### config.mk
export PLATFORM = sky130hd
export DESIGN_NAME = pgw_walker
export DESIGN_NICKNAME = d
export VERILOG_FILES = /design/src/rtl/pgw_pkg.sv /design/src/rtl/pgw_range_check.sv /design/src/rtl/pgw_addr_gen.sv /design/src/rtl/pgw_pte_update.sv /design/src/rtl/pgw_walker.sv
export SDC_FILE = /design/constraint.sdc
export NUM_CORES = 1
export LEC_CHECK = 0
export BUFFER_PORTS_ARGS = -buffer_cell sky130_fd_sc_hd__buf_2
export CAP_MARGIN = 20
export CELL_PAD_IN_SITES_DETAIL_PLACEMENT = 1
export CELL_PAD_IN_SITES_GLOBAL_PLACEMENT = 2
export CORE_MARGIN = 4
export CORE_UTILIZATION = 32
export DETAILED_ROUTE_END_ITERATION = 10
export PLACE_DENSITY_LB_ADDON = 0.1
export REMOVE_ABC_BUFFERS = 1
export SYNTH_ARGS = -nofsm -noshare
export SYNTH_HDL_FRONTEND = slang
export SYNTH_SLANG_ARGS = --single-unit
### constraint.sdc
create_clock -name clk -period 4.43 [get_ports clk]
set_clock_uncertainty 0.2 [all_clocks]
set_input_delay 0.6645 -clock clk [delete_from_list [all_inputs] [get_ports clk]]
set_output_delay 0.6645 -clock clk [all_outputs]
set_load 0.01 [all_outputs]
### src/rtl/pgw_pkg.sv
package pgw_pkg;

    // Response codes on rsp_fault.
    typedef enum logic [1:0] {
        FLT_NONE    = 2'd0,
        FLT_ILLEGAL = 2'd1,
        FLT_PAGE    = 2'd2
    } fault_e;

    // Flag positions inside a table entry.
    localparam int PTE_VALID_BIT = 0;
    localparam int PTE_REF_BIT   = 1;
    localparam int PTE_MOD_BIT   = 2;

    typedef enum logic [2:0] {
        S_IDLE,
        S_OUT_REQ,
        S_OUT_WAIT,
        S_IN_REQ,
        S_IN_WAIT,
        S_LEAF,
        S_WB,
        S_RESP
    } walk_state_e;

endpackage

### src/rtl/pgw_range_check.sv
module pgw_range_check #(
    parameter int VPN_W = 20
) (
    input  logic [VPN_W-1:0] vpn,
    input  logic [VPN_W:0]   limit,
    output logic             illegal
);
    // Compare one bit wider so that a limit of 2**VPN_W permits every page.
    always_comb begin
        illegal = ({1'b0, vpn} >= limit);
    end

endmodule

### src/rtl/pgw_addr_gen.sv
module pgw_addr_gen #(
    parameter int OUT_W   = 10,
    parameter int IN_W    = 10,
    parameter int OFF_W   = 12,
    parameter int FRAME_W = 20,
    parameter int ENT_SH  = 2,
    localparam int PA_W   = FRAME_W + OFF_W
) (
    input  logic [PA_W-1:0]    table_base,
    input  logic [OUT_W-1:0]   outer_idx,
    input  logic [IN_W-1:0]    inner_idx,
    input  logic [FRAME_W-1:0] inner_frame,
    output logic [PA_W-1:0]    outer_addr,
    output logic [PA_W-1:0]    inner_addr
);
    localparam int OUT_PAD = PA_W - OUT_W - ENT_SH;
    localparam int IN_PAD  = PA_W - IN_W - ENT_SH;

    logic [PA_W-1:0] outer_off;
    logic [PA_W-1:0] inner_off;

    always_comb begin
        outer_off  = {{OUT_PAD{1'b0}}, outer_idx, {ENT_SH{1'b0}}};
        inner_off  = {{IN_PAD{1'b0}}, inner_idx, {ENT_SH{1'b0}}};
        outer_addr = table_base + outer_off;
        inner_addr = {inner_frame, {OFF_W{1'b0}}} + inner_off;
    end

endmodule

### src/rtl/pgw_pte_update.sv
module pgw_pte_update #(
    parameter int PTE_W = 32
) (
    input  logic [PTE_W-1:0] pte_in,
    input  logic             is_write,
    output logic [PTE_W-1:0] pte_out,
    output logic             changed
);
    import pgw_pkg::*;

    logic [PTE_W-1:0] set_mask;

    always_comb begin
        set_mask                = '0;
        set_mask[PTE_REF_BIT]   = 1'b1;
        set_mask[PTE_MOD_BIT]   = is_write;
        pte_out                 = pte_in | set_mask;
        changed                 = (pte_out != pte_in);
    end

endmodule

### src/rtl/pgw_walker.sv
module pgw_walker #(
    parameter int OUT_W   = 10,
    parameter int IN_W    = 10,
    parameter int OFF_W   = 12,
    parameter int FRAME_W = 20,
    localparam int VPN_W  = OUT_W + IN_W,
    localparam int VA_W   = VPN_W + OFF_W,
    localparam int PA_W   = FRAME_W + OFF_W,
    localparam int PTE_W  = PA_W
) (
    input  logic             clk,
    input  logic             rst_n,
    input  logic             cfg_we,
    input  logic [PA_W-1:0]  cfg_base,
    input  logic [VPN_W:0]   cfg_limit,
    input  logic             req_valid,
    output logic             req_ready,
    input  logic [VA_W-1:0]  req_vaddr,
    input  logic             req_write,
    output logic             rsp_valid,
    input  logic             rsp_ready,
    output logic [PA_W-1:0]  rsp_paddr,
    output logic [1:0]       rsp_fault,
    output logic             mem_req,
    input  logic             mem_ready,
    output logic             mem_we,
    output logic [PA_W-1:0]  mem_addr,
    output logic [PTE_W-1:0] mem_wdata,
    input  logic             mem_rvalid,
    input  logic [PTE_W-1:0] mem_rdata
);
    import pgw_pkg::*;

    localparam int ENT_SH = $clog2(PTE_W / 8);

    walk_state_e state, state_nx;

    logic [PA_W-1:0]  base_q;
    logic [VPN_W:0]   limit_q;
    logic [VA_W-1:0]  va_q;
    logic             wr_q;
    logic [PTE_W-1:0] outer_q;
    logic [PTE_W-1:0] leaf_q;
    logic [PA_W-1:0]  paddr_q;
    fault_e           fault_q;

    logic             req_illegal;
    logic [PA_W-1:0]  outer_addr;
    logic [PA_W-1:0]  inner_addr;
    logic [PTE_W-1:0] leaf_new;
    logic             leaf_changed;

    pgw_range_check #(.VPN_W(VPN_W)) u_range (
        .vpn     (req_vaddr[VA_W-1:OFF_W]),
        .limit   (limit_q),
        .illegal (req_illegal)
    );

    pgw_addr_gen #(
        .OUT_W   (OUT_W),
        .IN_W    (IN_W),
        .OFF_W   (OFF_W),
        .FRAME_W (FRAME_W),
        .ENT_SH  (ENT_SH)
    ) u_addr (
        .table_base  (base_q),
        .outer_idx   (va_q[VA_W-1:VA_W-OUT_W]),
        .inner_idx   (va_q[OFF_W+IN_W-1:OFF_W]),
        .inner_frame (outer_q[PTE_W-1:OFF_W]),
        .outer_addr  (outer_addr),
        .inner_addr  (inner_addr)
    );

    pgw_pte_update #(.PTE_W(PTE_W)) u_update (
        .pte_in   (leaf_q),
        .is_write (wr_q),
        .pte_out  (leaf_new),
        .changed  (leaf_changed)
    );

    // Next-state logic.
    always_comb begin
        state_nx = state;
        unique case (state)
            S_IDLE:     if (req_valid) state_nx = req_illegal ? S_RESP : S_OUT_REQ;
            S_OUT_REQ:  if (mem_ready) state_nx = S_OUT_WAIT;
            S_OUT_WAIT: if (mem_rvalid)
                            state_nx = mem_rdata[PTE_VALID_BIT] ? S_IN_REQ : S_RESP;
            S_IN_REQ:   if (mem_ready) state_nx = S_IN_WAIT;
            S_IN_WAIT:  if (mem_rvalid) state_nx = S_LEAF;
            S_LEAF: begin
                if (!leaf_q[PTE_VALID_BIT]) state_nx = S_RESP;
                else if (leaf_changed)      state_nx = S_WB;
                else                        state_nx = S_RESP;
            end
            S_WB:       if (mem_ready) state_nx = S_RESP;
            S_RESP:     if (rsp_ready) state_nx = S_IDLE;
            default:    state_nx = S_IDLE;
        endcase
    end

    // State register.
    always_ff @(posedge clk) begin
        if (!rst_n) state <= S_IDLE;
        else        state <= state_nx;
    end

    // Walk datapath.
    always_ff @(posedge clk) begin
        if (!rst_n) begin
            base_q  <= '0;
            limit_q <= '0;
            va_q    <= '0;
            wr_q    <= 1'b0;
            outer_q <= '0;
            leaf_q  <= '0;
            paddr_q <= '0;
            fault_q <= FLT_NONE;
        end else begin
            if (cfg_we) begin
                base_q  <= cfg_base;
                limit_q <= cfg_limit;
            end
            unique case (state)
                S_IDLE: if (req_valid) begin
                    va_q    <= req_vaddr;
                    wr_q    <= req_write;
                    paddr_q <= '0;
                    fault_q <= req_illegal ? FLT_ILLEGAL : FLT_NONE;
                end
                S_OUT_WAIT: if (mem_rvalid) begin
                    outer_q <= mem_rdata;
                    if (!mem_rdata[PTE_VALID_BIT]) fault_q <= FLT_PAGE;
                end
                S_IN_WAIT: if (mem_rvalid) leaf_q <= mem_rdata;
                S_LEAF: begin
                    if (!leaf_q[PTE_VALID_BIT]) fault_q <= FLT_PAGE;
                    else paddr_q <= {leaf_q[PTE_W-1:OFF_W], va_q[OFF_W-1:0]};
                end
                default: ;
            endcase
        end
    end

    // Outputs.
    always_comb begin
        req_ready = 1'b0;
        rsp_valid = 1'b0;
        mem_req   = 1'b0;
        mem_we    = 1'b0;
        mem_addr  = inner_addr;
        unique case (state)
            S_IDLE:    req_ready = 1'b1;
            S_OUT_REQ: begin
                mem_req  = 1'b1;
                mem_addr = outer_addr;
            end
            S_IN_REQ:  mem_req = 1'b1;
            S_WB: begin
                mem_req = 1'b1;
                mem_we  = 1'b1;
            end
            S_RESP:    rsp_valid = 1'b1;
            default: ;
        endcase
    end

    assign mem_wdata = leaf_new;
    assign rsp_paddr = paddr_q;
    assign rsp_fault = fault_q;

    // Response stays put until it is taken.
    assert_rsp_hold_R9: assert property (@(posedge clk) disable iff (!rst_n)
        (rsp_valid && !rsp_ready) |=> (rsp_valid && $stable(rsp_paddr) && $stable(rsp_fault)));

    // A single walk in flight: no new request is accepted while a response is pending.
    assert_one_walk_R9: assert property (@(posedge clk) disable iff (!rst_n)
        rsp_valid |-> !req_ready);

    // Offset bits pass straight through on success.
    assert_offset_pass_R1: assert property (@(posedge clk) disable iff (!rst_n)
        (rsp_valid && rsp_fault == FLT_NONE) |-> (rsp_paddr[OFF_W-1:0] == va_q[OFF_W-1:0]));

    // An illegal reference is answered straight from IDLE with no memory traffic.
    assert_illegal_direct_R2: assert property (@(posedge clk) disable iff (!rst_n)
        ($rose(rsp_valid) && rsp_fault == FLT_ILLEGAL) |-> ($past(state) == S_IDLE));

    // A stalled memory request keeps its address and kind.
    assert_mem_hold_R3: assert property (@(posedge clk) disable iff (!rst_n)
        (mem_req && !mem_ready) |=> (mem_req && $stable(mem_addr) && $stable(mem_we)));

    // A write-back only targets a valid leaf.
    assert_wb_valid_leaf_R5: assert property (@(posedge clk) disable iff (!rst_n)
        (mem_req && mem_we) |-> leaf_q[PTE_VALID_BIT]);

    // A write-back always changes the leaf.
    assert_wb_changes_R8: assert property (@(posedge clk) disable iff (!rst_n)
        (mem_req && mem_we) |-> (mem_wdata != leaf_q));

endmodule

==> Implementation_results.wiki <==
{| class="wikitable"
! Metric !! Value
|-
| Root Buffer || clkbuf_16
|-
| First-pass GRT wire length || 41.3 mm
|-
| Post-CTS Setup Inserts || 0
|-
| Clock buffer depth || 2
|-
| DP Wirelength || 18.8 mm
|-
| Number of nets in the finished design || 1349
|-
| Required time at the endpoint of the critical path || 3.57 ns
|-
| Number of enable-type register cells in the synthesized netlist || 0
|-
| Worst-path maximum fanout || 9
|-
| Starting density of the core || 0.326
|-
| CP endpoint kind || primary output
|-
| Worst R2R Setup Slack || 1.95 ns
|-
| Post-route clock period utilization || 0.887
|-
| Mean number of vias per cell || 4.82
|-
| Post-cts hold buffer count || 0
|-
| Number of DRC markers after the initial detailed-route iteration || 377
|-
| Remaining number of nets flagged by the antenna check after routing || 0
|-
| Count of vias placed by the detailed router || 7406
|-
| Die Width || 169 µm
|-
| Count of yosys warnings during synthesis || 0
|-
| Number of levels the H-tree was split into || 4
|-
| Sink of the worst hold path || rsp_paddr[18]
|-
| # IOs || 227
|-
| Max Cap Violations || 0
|-
| Post-Synthesis Cells || 1033
|-
| Number of global-route vias before repair || 7363
|-
| Result of the run || finished, final reports clean
|-
| Filler cell count in the final layout || 3128
|-
| Sum Neg Setup Slack || 0 ns
|-
| Average wire length per cell after detail routing || 17.1 µm
|-
| Max Slew Vio Count || 0
|-
| Maximum clock frequency || 0.255 GHz
|-
| Critical path's top delay family || compound AO/OA/AOI/OAI gates
|-
| Final setup violation count || 0
|-
| Mean instance size in the synthesized netlist || 8.00 µm²
|-
| Antenna violations before repair || 1
|-
| Post-route cell area || 10100 µm²
|-
| Placed Area || 9450 µm²
|-
| Cell taking the most area after synthesis || dfxtp_1
|-
| Slew at the pin with the worst max-slew slack || 1.01 ns
|-
| Fraction of the yosys area taken by sequential cells || 0.424
|-
| Remaining Overflow, GRT || 0
|-
| Worst vdd rail ir drop || 229 µV
|-
| Relative slew margins || 0.324
|-
| PwrDens || 462 nW/µm²
|-
| Post-synth cell types || 60
|-
| Min-delay worst type || reg -> reg
|-
| Clock transition at path regs || 0.08 ns
|-
| Number of buffer and inverter stages on the critical path || 1
|-
| Gp weighted congestion || 0.760
|-
| Clock buffer count from CTS || 17
|-
| Post-route minimum period || 3.93 ns
|-
| Number of cells on the critical path || 8
|-
| WL final || 26.3 mm
|-
| Depth of the worst register-to-register path || 8
|-
| Synth-to-Final Area Change || 21.7%
|-
| Number of register bits inferred by synthesis || 175
|-
| Router iterations before antenna repair || 4
|-
| Core Region || 25300 µm²
|-
| Cell area after synthesis || 8260 µm²
|-
| Hold wc startpoint || rsp_paddr[18]
|-
| DRC Markers || 0
|-
| Multi-input gate area in the final layout || 4190 µm²
|-
| Worst-path cell chain || ha_1 -> fa_1 -> a21o_1 -> a221oi_2 -> a211o_2 -> a21oi_1 -> o31ai_1 -> buf_2
|-
| Placement row count || 58
|-
| Top-area cell type share of the netlist area || 0.424
|-
| Predominant post-synthesis flop cell || dfxtp_1
|-
| # clock sinks || 175
|-
| Largest stage delay on the critical path || 0.44 ns
|-
| Fraction of registers with async set/reset || 0
|-
| Commonest non-fill, non-tap cell in the layout || nand2_1
|-
| CP Launch Type || register
|-
| Commonest non-fill, non-tap cells in the layout || 246 x nand2_1, 224 x buf_2, 175 x dfxtp_1, 132 x a21oi_1, 72 x nor2_1
|-
| Cell with the largest stage delay on the worst path || fa_1
|-
| Arrival time at the worst endpoint || 3.06 ns
|-
| Worst reg2reg path startpoint || state[0]
|-
| Insertion delay to the later sink of the worst-skew pair || 0.43 ns
|-
| Critical path type || reg -> out
|-
| Setup repair after global routing missed its margin || false
|-
| Port bufs || 225
|-
| Lkg Pwr || 4.24 nW
|-
| Number of endpoints with negative hold slack in the final report || 0
|-
| CTS tree || yes
|-
| Fraction of layout instances using a drive strength above 1 || 0.244
|-
| Instance count along the most critical hold path || 2
|-
| Global-route usage over all layers || 0.181
|-
| Largest cells by area after synthesis || dfxtp_1 42%, nand2_1 11%, a21oi_1 8.1%, mux2i_1 6.4%, ha_1 4.5%
|-
| Chip Height || 169 µm
|-
| Number of gates resized after CTS || 0
|-
| Sequential cell area || 3500 µm²
|-
| Die outline area || 28500 µm²
|-
| Endpoint of the most critical register-to-register path || rsp_paddr[27]
|-
| Pin count of the biggest net entering global routing || 127
|}
## cell families (layout without fill, tap and decap cells)
| kind of cell | after synthesis | in the layout | synth area share |
|---|---|---|---|
| mux | 54 | 54 | 0.0656 |
| flops | 175 | 175 | 0.424 |
| compound gates | 215 | 215 | 0.158 |
| other cells | 1 | 2 | 0.000454 |
| xor+xnor | 19 | 19 | 0.0201 |
| simple gates | 412 | 412 | 0.212 |
| fa+ha+maj | 31 | 31 | 0.0478 |
| buf+inv | 126 | 299 | 0.0721 |
## synth_stat cells (all sizes together) (2+ instances only)
library cell and instances:
nor4 3, nor2b 2, o21a 4, clkbuf 53, o2111ai 2, o21ai 28
and2 5, xor2 5, mux2i 53, nand2 246, a31o 3, and3 5
buf 40, a211oi 7, a21o 5, o211ai 2, xnor2 14, dfxtp 175
a31oi 5, a211o 2, nand4 13, or3 6, o31ai 4, a21oi 134
o22ai 2, nor2 72, a2111oi 9, nand3 43, nor3 12, inv 33
ha 30, a311oi 2
## registers in the layout (all words and copies together), names as in the netlist
signal,cells
rsp_paddr,32
base_q,32
wr_q,1
leaf_q,32
state,3
outer_q,20
va_q,32
rsp_fault,2
limit_q,21
## tightest hold or removal path, cell delays in order, from the launching register on
cell,delay [ns]
dfxtp_1,0.31
nand2_1,0.05
a21oi_1,0.05
## how the worst max path moves through the flow
stage | start | endpoint | slack [ns]
final | base_q[2] | mem_addr[12] | 0.50
after CTS | base_q[2] | mem_addr[12] | 0.46
after floorplan | state[0] | rsp_paddr[0] | 0.23
after global placement | base_q[2] | mem_addr[12] | 0.95
after detailed placement | base_q[2] | mem_addr[12] | 0.96
after global routing | base_q[2] | mem_addr[22] | 0.37
## per-layer routing
metal	vias up	wire, µm	GRT usage
met5	-	0	0
met4	0	225	0.0353
met3	12	1290	0.0369
met2	159	11900	0.288
met1	3444	13000	0.257
li1	3791	-	-
## per-stage QoR
| stage | hold slack (ns) | instances | power, W | utilization | worst slack, ns |
|---|---|---|---|---|---|
| 2_1_floorplan | 0.233 | 940 | 0.00255 | - | 0.230 |
| 3_3_place_gp | 0.236 | 1504 | 0.00311 | 0.373 | 0.947 |
| 3_5_place_dp | 0.246 | 1504 | 0.00313 | 0.373 | 0.960 |
| 4_1_cts | 0.243 | 1536 | 0.00474 | 0.397 | 0.462 |
| 5_1_grt | 0.253 | 1537 | 0.00494 | 0.397 | 0.367 |
| 6_report | 0.252 | 1537 | 0.00464 | 0.397 | 0.502 |
## area by class of cell
type                       count  share of cell area
multi-input combinational    732               0.417
sequential                   175               0.348
timing repair buffer         234               0.120
clock buffer                  18              0.0437
tap                          330              0.0410
clock inverter                14              0.0173
inverter                      33              0.0128
antenna                        1            0.000249
## power by group
group	internal [W]	switching, W
clock network	0.000826	0.000758
registers	0.00173	0.000130
logic	0.000403	0.000797
(Power assumes the default switching activity.)
